File: src/rtl/remap_pkg.sv
`timescale 1ns/1ps
package remap_pkg;
  typedef enum logic [1:0] {
    MAP_BOOT      = 2'b00,
    MAP_FLASH     = 2'b01,
    MAP_SRAM      = 2'b10,
    MAP_FLASH_ALT = 2'b11
  } map_mode_e;

  typedef enum logic [1:0] {
    TGT_NONE  = 2'b00,
    TGT_ROM   = 2'b01,
    TGT_FLASH = 2'b10,
    TGT_SRAM  = 2'b11
  } target_e;

  // Memory placed in the zero window for a given register value
  function automatic target_e mode_target(input logic [1:0] mode);
    case (mode)
      MAP_BOOT: return TGT_ROM;
      MAP_SRAM: return TGT_SRAM;
      default:  return TGT_FLASH;
    endcase
  endfunction
endpackage

File: src/rtl/remap_mode_reg.sv
`timescale 1ns/1ps
module remap_mode_reg (
  input  logic       clk,
  input  logic       rst_n,
  input  logic       wr_en,
  input  logic [1:0] wr_data,
  output logic [1:0] mode_q
);
  import remap_pkg::*;

  always_ff @(posedge clk or negedge rst_n) begin
    if (!rst_n)     mode_q <= MAP_BOOT;
    else if (wr_en) mode_q <= wr_data;
  end
endmodule

File: src/rtl/remap_xlate.sv
`timescale 1ns/1ps
module remap_xlate #(
  parameter int AW = 32,
  parameter int WIN_BITS = 12,
  parameter int REG_BITS = 16,
  parameter logic [AW-1:0] ROM_BASE   = 32'h1FFF_0000,
  parameter logic [AW-1:0] FLASH_BASE = 32'h0800_0000,
  parameter logic [AW-1:0] SRAM_BASE  = 32'h2000_0000
) (
  input  logic [AW-1:0] addr_i,
  input  logic [1:0]    mode_i,
  output logic [AW-1:0] addr_o,
  output logic [1:0]    sel_o,
  output logic          in_window_o
);
  import remap_pkg::*;

  localparam int NREG = 3;
  localparam logic [AW-1:0] REG_BASE [NREG] = '{ROM_BASE, FLASH_BASE, SRAM_BASE};
  localparam target_e       REG_TGT  [NREG] = '{TGT_ROM, TGT_FLASH, TGT_SRAM};

  // Window offset grafted onto an aligned base
  function automatic logic [AW-1:0] alias_addr(input logic [AW-1:0] base,
                                               input logic [AW-1:0] a);
    return {base[AW-1:WIN_BITS], a[WIN_BITS-1:0]};
  endfunction

  logic [NREG-1:0] reg_hit;
  target_e         win_tgt;
  target_e         sel_t;

  for (genvar g = 0; g < NREG; g++) begin : g_region
    assign reg_hit[g] = (addr_i[AW-1:REG_BITS] == REG_BASE[g][AW-1:REG_BITS]);
  end

  assign in_window_o = (addr_i[AW-1:WIN_BITS] == '0);
  assign win_tgt     = mode_target(mode_i);

  always_comb begin
    addr_o = addr_i;
    sel_t  = TGT_NONE;
    if (in_window_o) begin
      sel_t = win_tgt;
      case (win_tgt)
        TGT_ROM:  addr_o = alias_addr(ROM_BASE, addr_i);
        TGT_SRAM: addr_o = alias_addr(SRAM_BASE, addr_i);
        default:  addr_o = alias_addr(FLASH_BASE, addr_i);
      endcase
    end else begin
      for (int i = 0; i < NREG; i++)
        if (reg_hit[i]) sel_t = REG_TGT[i];
    end
  end

  assign sel_o = sel_t;
endmodule

File: src/rtl/remap_out_stage.sv
`timescale 1ns/1ps
module remap_out_stage #(
  parameter int AW = 32
) (
  input  logic          clk,
  input  logic          rst_n,
  input  logic          load,
  input  logic [AW-1:0] addr_i,
  input  logic [1:0]    sel_i,
  output logic          valid_o,
  output logic [AW-1:0] addr_o,
  output logic [1:0]    sel_o
);
  always_ff @(posedge clk or negedge rst_n) begin
    if (!rst_n) begin
      valid_o <= 1'b0;
      addr_o  <= '0;
      sel_o   <= 2'b00;
    end else begin
      valid_o <= load;
      if (load) begin
        addr_o <= addr_i;
        sel_o  <= sel_i;
      end
    end
  end
endmodule

File: src/rtl/zero_alias_remap.sv
`timescale 1ns/1ps
module zero_alias_remap #(
  parameter int AW = 32,
  parameter int WIN_BITS = 12,
  parameter int REG_BITS = 16,
  parameter logic [AW-1:0] ROM_BASE   = 32'h1FFF_0000,
  parameter logic [AW-1:0] FLASH_BASE = 32'h0800_0000,
  parameter logic [AW-1:0] SRAM_BASE  = 32'h2000_0000
) (
  input  logic          clk,
  input  logic          rst_n,
  input  logic          cfg_wr_en,
  input  logic [1:0]    cfg_wr_data,
  input  logic          bus_valid,
  input  logic [AW-1:0] bus_addr,
  output logic          out_valid,
  output logic [AW-1:0] out_addr,
  output logic [1:0]    out_sel
);
  logic [1:0]    mode_q;
  logic [AW-1:0] xl_addr;
  logic [1:0]    xl_sel;
  logic          xl_in_window;

  remap_mode_reg mode_i (
    .clk(clk), .rst_n(rst_n), .wr_en(cfg_wr_en),
    .wr_data(cfg_wr_data), .mode_q(mode_q)
  );

  remap_xlate #(
    .AW(AW), .WIN_BITS(WIN_BITS), .REG_BITS(REG_BITS),
    .ROM_BASE(ROM_BASE), .FLASH_BASE(FLASH_BASE), .SRAM_BASE(SRAM_BASE)
  ) xlate_i (
    .addr_i(bus_addr), .mode_i(mode_q), .addr_o(xl_addr),
    .sel_o(xl_sel), .in_window_o(xl_in_window)
  );

  remap_out_stage #(.AW(AW)) out_i (
    .clk(clk), .rst_n(rst_n), .load(bus_valid), .addr_i(xl_addr),
    .sel_i(xl_sel), .valid_o(out_valid), .addr_o(out_addr), .sel_o(out_sel)
  );
endmodule

File: config.mk
export PLATFORM = sky130hd
export DESIGN_NAME = zero_alias_remap
export DESIGN_NICKNAME = d
export VERILOG_FILES = /design/src/rtl/remap_pkg.sv /design/src/rtl/remap_mode_reg.sv /design/src/rtl/remap_xlate.sv /design/src/rtl/remap_out_stage.sv /design/src/rtl/zero_alias_remap.sv
export SDC_FILE = /design/constraint.sdc
export NUM_CORES = 1
export LEC_CHECK = 0
export BUFFER_PORTS_ARGS = -buffer_cell sky130_fd_sc_hd__buf_2
export CAP_MARGIN = 20
export CELL_PAD_IN_SITES_DETAIL_PLACEMENT = 2
export CELL_PAD_IN_SITES_GLOBAL_PLACEMENT = 2
export CORE_ASPECT_RATIO = 1.4
export CORE_MARGIN = 2
export CORE_UTILIZATION = 34
export CTS_BUF_LIST = sky130_fd_sc_hd__clkbuf_4 sky130_fd_sc_hd__clkbuf_8
export DETAILED_ROUTE_END_ITERATION = 8
export GPL_TIMING_DRIVEN = 0
export PLACE_DENSITY_LB_ADDON = 0.1
export SYNTH_ARGS = -nofsm -noshare
export SYNTH_HDL_FRONTEND = slang
export SYNTH_HIERARCHICAL = 1
export SYNTH_SLANG_ARGS = --single-unit
File: constraint.sdc
create_clock -name clk -period 1.8 [get_ports clk]
set_clock_uncertainty 0.2 [all_clocks]
set_input_delay 0.36 -clock clk [delete_from_list [all_inputs] [get_ports clk]]
set_output_delay 0.36 -clock clk [all_outputs]
set_load 0.02 [all_outputs]
* After elaboration in Yosys (flattened, before gate mapping) *
Cells that the tools add are included.
W data, S select, Z words.

storage, ports and cells
  register bits after elaboration = 37
  bits in latches = 0
  memory bits (writable) = 0
  memory bits (read-only) = 0
  input bits = 38
  output and inout bits = 35
  word-level logic and storage cells = 19
  memories = 0

operators by class
  $add $sub $neg = 0
  multiply operators = 0
  divide/modulo/power cells = 0
  magnitude comparators = 0
  equality and inequality tests = 6
  shift operators = 0
  mux-type cells = 7
  bitwise gates (word level) = 0
  reductions and logical operators = 2

operators with widths
  cell                    number
  $pmux W30 S2            1
  $mux W32                1
  $logic_not A20 Y1       1
  $eq A16 B12 Y1 const B  1
  $eq A16 B13 Y1 const B  1
  $eq A16 B14 Y1 const B  1
  $mux W2                 3
  $eq A2 B2 Y1 const B    2
  $pmux W2 S2             1
  $eq A2 B1 Y1 const B    1
  $logic_not A2 Y1        1
  $mux W1                 1

* Depth between registers and ports, before layout *
Gate-level depths: netlist of the first run.

  depth after elaboration = 5
  gate-level depth with buffers = 5
  gate-level depth less buffers = 4

* By module *
Netlist of the first run, hierarchy kept.

modules (own cells, without submodules)
  module           instances  cells an instance  area each (um^2)  seq. area each (um^2)
  remap_out_stage  1          73                 1,442.6           875.8
  remap_xlate      1          62                 519.2             0.0
  remap_mode_reg   1          4                  72.6              50.0

* Least setup slack after synthesis of the first run *
No wires, ideal clock.

  kind = input-to-reg
  start = input bus_addr[17]
  end = register out_i.sel_o[1]
  setup time = 65 ps
  arrival = 1,275 ps
  required time = 1,535 ps
  slack = 260 ps
  stages on the path = 4
  path buffers = 0
  cell sequence = nor4_4 -> nand2_1 -> a2111oi_2 -> mux2_2

on the way
  cells in the longest elaborated chain, start to end = 4
  elaborated cells between the ends (all ways) = 6
  classes of those cells = eq/ne: 2; mux: 3; reduce/logical: 1

ends and longest elaborated chain
  item                  line                    source
  from (decl)           zero_alias_remap.sv:15  input logic [AW-1:0] bus_addr,
  $eq A16 B12 Y1        remap_xlate.sv:33       assign reg_hit[g] = (addr_i[AW-1:REG_BITS] == REG_BASE[g][AW-1:REG_BITS]);
  $mux W2 (2 in a row)  remap_xlate.sv:51       if (reg_hit[i]) sel_t = REG_TGT[i];
  $mux W2 *             remap_xlate.sv:42       if (in_window_o) begin
  named net xl_sel[1]   zero_alias_remap.sv:22  logic [1:0] xl_sel;
  to (signal assigned)  remap_out_stage.sv:23   sel_o <= sel_i;
  to (decl)             remap_out_stage.sv:12   output logic [1:0] sel_o

Mark *: on every way through the listed nets, which the timed path passes. The rest lies on a longest branch.
A chain may end at the register's enable or synchronous reset.

* Final worst setup path of the first run *
  start = input bus_valid
  end = register out_i.addr_o[12]

RTL lines
  item                  line                    source
  from (decl)           zero_alias_remap.sv:14  input logic bus_valid,
  to (signal assigned)  remap_out_stage.sv:22   addr_o <= addr_i;
  to (decl)             remap_out_stage.sv:11   output logic [AW-1:0] addr_o,

No word-level cell between the ends.

==> results.md, run 1 <==
* # rows at 33
* # nets final at roughly 240
* DIE AREA at 0.00662 mm^2
* # H-tree levels at 2
* I/O Pins at 73
* Non-filler cells, final at approximately 280
* DR vias/cell at between 4 and 5
* Critical Path RT at roughly 1.8 ns
* Clock Tree Buf Depth at 2
* Drt pass-1 iters at 4
* Status: finished with violations
* CTS tree: yes
* Final HPWL DP at around 3700 um
* Setup slack after layout at approximately 0.13 ns
* Max-cap viol count at 0
* Number of port buffers at 60
* Die height at 95.4 um
* Relative slew slack at between 40 and 50%
* Final hold slack at -0.0284 ns
* Synth Area per Inst at around 15 um^2
* Starting Density at between 30% and 40%
* Worst skew pair latency at 0.28 ns
* Final Cycle Share at between 90 and 100%
* Syn-to-layout area delta at 24.6%
* Initial antenna violation count at 0
* CP endpoint kind: flop
* Detailed Route Iter0 Violations at 21
* LEAKAGE at 0.00122 uW
* R2R cell count at 4
* Clk sink count at 37
* DR WL/cell at roughly 17 um
* R2r setup slk at between 0.2 and 0.25 ns
* HP Class: input pin to async pin
* DRC violations left at 0
* GRT Util Overall at 15.5%
* Drt total wl at between 4000 and 5000 um
* RSZ-0062 raised after global routing: false
* Clock Pin Slew Worst Setup and Hold Paths at approximately 0.070 ns
* Post-Syn Nets at between 150 and 200
* Post-Synthesis Cell Area at just over 0.002 mm^2
* Routed via count at 1320
* Final Hold Viols at 37
* Placeable core area at between 0.005 and 0.006 mm^2
* Final slew viol count at 0
* Placed cells at ~270
* Worst EP arrival at roughly 1.6 ns
* Final min period at 1.67 ns
* Worst slack, placed at -0.170 ns
* Inserted Diodes at 0
* Fraction of layout cells with a size suffix above 1 at between 60% and 70%
* CP Launch Type: input pin
* RR Startpoint: mode_i/mode_q[1]$_DFFE_PN0P_
* Failing checks: negative hold slack
* Largest net degree at the start of global routing at 38
* VDD IR max at 0.000408 V
* Vias in the first global route at 1463
* GRT overflow at 0
* Crit Path Max Fanout at 10
* PwrDens at 815 mW/mm^2
* Warnings, synthesis at 6
* First-pass GRT wire length at approximately 7800 um
* Reg2reg end: out_i/sel_o[1]$_DFFE_PN0P_
* Cells after synthesis at approximately 140
* Root buffer cell: clkbuf_8
* Crit Path Category: input pin to flop
* Routability cong. at approximately 0.8
* TritonCTS buffer count at 5
* Number of routed nets with antenna violations at 0
* Die Span X at 69.3 um
* Worst slew pin tran at 0.842 ns
* Fmax at 0.599 GHz
* Finish-stage setup viols at 0
flip-flops by register name, indices dropped and copies added (netlist names):
name           count
out_i/sel_o        2
out_i/valid_o      1
out_i/addr_o      32
mode_i/mode_q      2
through the flow:
stage	power [uW]	TNS, ns	area [um^2]	util (%)	hold slack (ns)
after detailed placement	1450	-1.04	2420	41.5	0.292
after global placement	1430	-0.548	2420	41.5	0.288
after global routing	2180	0	2530	43.5	0.0307
final	2060	0	2530	43.5	-0.0284
after CTS	2110	0	2530	43.5	0.00560
after floorplan	1270	0	2030	-	-0.136
layout by cell type (no fill, tap or decap), drive strengths merged:
cell and n:
buf 78, dfrtp 37, mux2 36, clkbuf 13
o21bai 11, nand4 5, inv 4, nor4 4
nand2 3, o21ai 2, clkinv 1, dlygate4sd3 1
nand3 1, nor2 1, a21oi 1, and4 1
or4 1, o32ai 1, nor3 1, nor2b 1
o31ai 1, or2 1, a211oi 1, a2111oi 1
worst max-delay path, cell delays in order:
cell and delay (ns):
dlygate4sd3_1 0.52, buf_2 0.12, buf_6 0.16, buf_12 0.16, mux2_4 0.31
power by group:
group          total [uW]  switching (uW)  internal (uW)
Sequential            954            44.9            909
Clock                 631             285            346
Combinational         476             241            235
what timing repair did:
action / CTS / global route
hold buffers: 1 / 0
endpoints found under the hold margin: 1 / 0
buffers inserted: 0 / 0
setup endpoints to repair: 0 / 0
gates resized for setup: 0 / 0
area by class of cell:
| type | count | area, um^2 |
|---|---|---|
| Clock inverter | 1 | 5.00 |
| Clock buffer | 7 | 96.3 |
| Multi-Input combinational cell | 73 | 883 |
| Tap cell | 70 | 87.6 |
| Buffer | 24 | 206 |
| Sequential cell | 37 | 926 |
| Fill cell | 600 | 3290 |
| Inverter | 4 | 15.0 |
| Timing Repair Buffer | 61 | 310 |
how the worst max path moves through the flow:
stage	from	to	slack, ns	cells past startpoint
5_1_grt	mode_i/mode_q[1]$_DFFE_PN0P_	out_i/sel_o[1]$_DFFE_PN0P_	0.09	4
4_1_cts	bus_valid	out_i/addr_o[12]$_DFFE_PN0P_	0.13	5
2_1_floorplan	bus_addr[17]	out_i/sel_o[1]$_DFFE_PN0P_	0.26	4
3_5_place_dp	bus_addr[17]	out_i/sel_o[0]$_DFFE_PN0P_	-0.17	5
6_report	bus_valid	out_i/addr_o[12]$_DFFE_PN0P_	0.13	5
3_3_place_gp	bus_addr[20]	out_i/sel_o[0]$_DFFE_PN0P_	-0.12	5
metal layers:
metal	wire, um	vias to the layer above	share of wire (%)	track usage (%)
li1	-	611	-	-
met1	1870	663	39	18.5
met2	2660	41	56	27.4
met3	204	5	4.3	3.07
met4	53	0	1.1	5.88
met5	0	-	0	0
(Power assumes the default switching activity.)
==> run 2: changes to the inputs <==
--- a/config.mk
+++ b/config.mk
@@ -12,7 +12,7 @@
 export CORE_ASPECT_RATIO = 1.4
 export CORE_MARGIN = 2
 export CORE_UTILIZATION = 34
-export CTS_BUF_LIST = sky130_fd_sc_hd__clkbuf_4 sky130_fd_sc_hd__clkbuf_8
+export CTS_BUF_LIST = sky130_fd_sc_hd__clkbuf_2
 export DETAILED_ROUTE_END_ITERATION = 8
 export GPL_TIMING_DRIVEN = 0
 export PLACE_DENSITY_LB_ADDON = 0.1
==> results.md, run 2 (synthesized netlist as in run 1, its figures left out) <==
* Max-cap viol count at 0 (unchanged)
* Starting Density at 34.9% (unchanged)
* RR Startpoint: mode_i/mode_q[1]$_DFFE_PN0P_ (unchanged)
* Fmax at 0.625 GHz (was 0.599 GHz)
* # H-tree levels at 2 (unchanged)
* DR WL/cell at 17.0 um (was 17.3 um)
* Final min period at 1.60 ns (was 1.67 ns)
* VDD IR max at 0.000284 V (was 0.000408 V)
* Final Cycle Share at 88.9% (was 92.8%)
* CTS tree: yes (unchanged)
* Final HPWL DP at 3750 um (unchanged)
* Hold Path End: mode_i/mode_q[0]$_DFFE_PN0P_
* DIE AREA at 0.00662 mm^2 (unchanged)
* Crit Path Max Fanout at 4 (was 10)
* Reg with most FFs: out_i/addr_o (unchanged)
* # rows at 33 (unchanged)
* Reg2reg end: out_i/sel_o[1]$_DFFE_PN0P_ (unchanged)
* Crit Path Category: flop to flop (was input pin to flop)
* Postcts setup bufs at 0 (unchanged)
* Detailed Route Iter0 Violations at 26 (was 21)
* Fraction of layout cells with a size suffix above 1 at 62.2% (was 67.6%)
* Drt total wl at 4960 um (was 4790 um)
* LEAKAGE at 0.00126 uW (was 0.00122 uW)
* First-pass GRT wire length at 8130 um (was 7840 um)
* # nets final at 259 (was 244)
* Number of port buffers at 60 (unchanged)
* Routed via count at 1366 (was 1320)
* Fill cells at 589 (was 600)
* DR vias/cell at 4.68 (was 4.77)
* Clk sink count at 37 (unchanged)
* CP Launch Type: flop (was input pin)
* DRC violations left at 0 (unchanged)
* Die Span X at 69.3 um (unchanged)
* HP Class: input pin to flop (was input pin to async pin)
* Commonest non-fill, non-tap cell in the layout: buf_2 (unchanged)
* GRT overflow at 0 (unchanged)
* Routability cong. at 0.802 (unchanged)
* GRT Util Overall at 16.0% (was 15.5%)
* Finish-stage setup viols at 0 (unchanged)
* CP endpoint kind: flop (unchanged)
* Relative slew slack at 43.4% (was 43.9%)
* RSZ-0062 raised after global routing: false (unchanged)
* Number of routed nets with antenna violations at 0 (unchanged)
* Hold Startpoint: cfg_wr_en
* Commonest non-fill, non-tap cells in the layout: buf_2, dfrtp_1, mux2_4 (unchanged)
* Total power at 1810 uW (was 2060 uW)
* R2R cell count at 4 (unchanged)
* Worst EP arrival at 1.67 ns (was 1.64 ns)
* R2r setup slk at 0.20 ns (was 0.21 ns)
* PwrDens at 691 mW/mm^2 (was 815 mW/mm^2)
* Worst skew pair latency at 0.36 ns (was 0.28 ns)
* TritonCTS buffer count at 5 (unchanged)
* Placeable core area at 0.00582 mm^2 (unchanged)
* Largest net degree at the start of global routing at 38 (unchanged)
* Max FFs per register at 32 (unchanged)
* Status: completed (was finished with violations)
* Drt pass-1 iters at 3 (was 4)
* Die height at 95.4 um (unchanged)
* Storage cell area at 926 um^2 (unchanged)
* Final Hold Viols at 0 (was 37)
* Clock Tree Buf Depth at 2 (unchanged)
* Placed cells at 268 (unchanged)
* Critical Path RT at 1.87 ns (was 1.77 ns)
* Root buffer cell: clkbuf_2 (was clkbuf_8)
* Largest regs: out_i/addr_o x32, mode_i/mode_q x2, out_i/sel_o x2 (unchanged)
* Worst slew pin tran at 0.849 ns (was 0.842 ns)
* Multi-input logic area at 883 um^2 (unchanged)
* Clock Pin Slew Worst Setup and Hold Paths at 0.17 ns (was 0.07 ns)
* Non-filler cells, final at 292 (was 277)
* Final slew viol count at 0 (unchanged)
* Vias in the first global route at 1537 (was 1463)
* Post-CTS sizing at 0 (unchanged)
* Syn-to-layout area delta at 28.8% (was 24.6%)
* Inserted Diodes at 0 (unchanged)
* Finished Core Util at 44.9% (was 43.5%)
* Initial antenna violation count at 0 (unchanged)
* I/O Pins at 73 (unchanged)
* WHS Path Cells at 2
run 2: metrics by stage:
stage / worst slack (ns) / area [um^2] / setup TNS, ns / hold slack (ns)
final: 0.199 / 2620 / 0 / 0.0558
after global routing: 0.0774 / 2620 / 0 / 0.00531
after CTS: 0.178 / 2620 / 0 / 0.0257
after detailed placement: -0.170 / 2420 / -1.04 / 0.292
after global placement: -0.119 / 2420 / -0.548 / 0.288
after floorplan: 0.260 / 2030 / 0 / -0.136
run 2: worst max path at each step:
stage | slack [ns] | end | start | cells after the start
after detailed placement | -0.17 | out_i/sel_o[0]$_DFFE_PN0P_ | bus_addr[17] | 5
after global placement | -0.12 | out_i/sel_o[0]$_DFFE_PN0P_ | bus_addr[20] | 5
after floorplan | 0.26 | out_i/sel_o[1]$_DFFE_PN0P_ | bus_addr[17] | 4
after CTS | 0.18 | out_i/sel_o[1]$_DFFE_PN0P_ | mode_i/mode_q[1]$_DFFE_PN0P_ | 4
after global routing | 0.08 | out_i/sel_o[1]$_DFFE_PN0P_ | mode_i/mode_q[1]$_DFFE_PN0P_ | 4
final | 0.20 | out_i/sel_o[1]$_DFFE_PN0P_ | mode_i/mode_q[1]$_DFFE_PN0P_ | 4
run 2: repair_timing:
action / in CTS / in global routing
endpoints found under the setup margin: 0 / 0
hold buffers: 16 / 0
endpoints found under the hold margin: 52 / 0
run 2: cell type report:
cell class                      instances  area share, %
Clock buffer                            5          0.956
Buffer                                 24           7.89
Timing Repair Buffer                   76           17.6
Inverter                                4          0.574
Tap cell                               70           3.35
Sequential cell                        37           35.4
Multi-Input combinational cell         73           33.8
Clock inverter                          3          0.478
run 2: worst max-delay path, cell delays in order (launching register included):
cell	delay (ns)
dfrtp_1	0.44
or2_0	0.22
a211oi_1	0.29
a2111oi_2	0.08
mux2_2	0.27
run 2: report_power, final:
part | internal [uW] | total, uW | switching [uW]
clock network | 85.2 | 353 | 267
registers | 909 | 954 | 45.3
logic | 256 | 503 | 246
run 2: routing by layer:
layer  part of all wire, %  global-route usage, %  wire length, um
met1                    39                   19.0             1960
met4                   1.4                   4.90               69
met2                    56                   29.2             2760
met3                   3.4                   3.17              170
met5                     0                      0                0
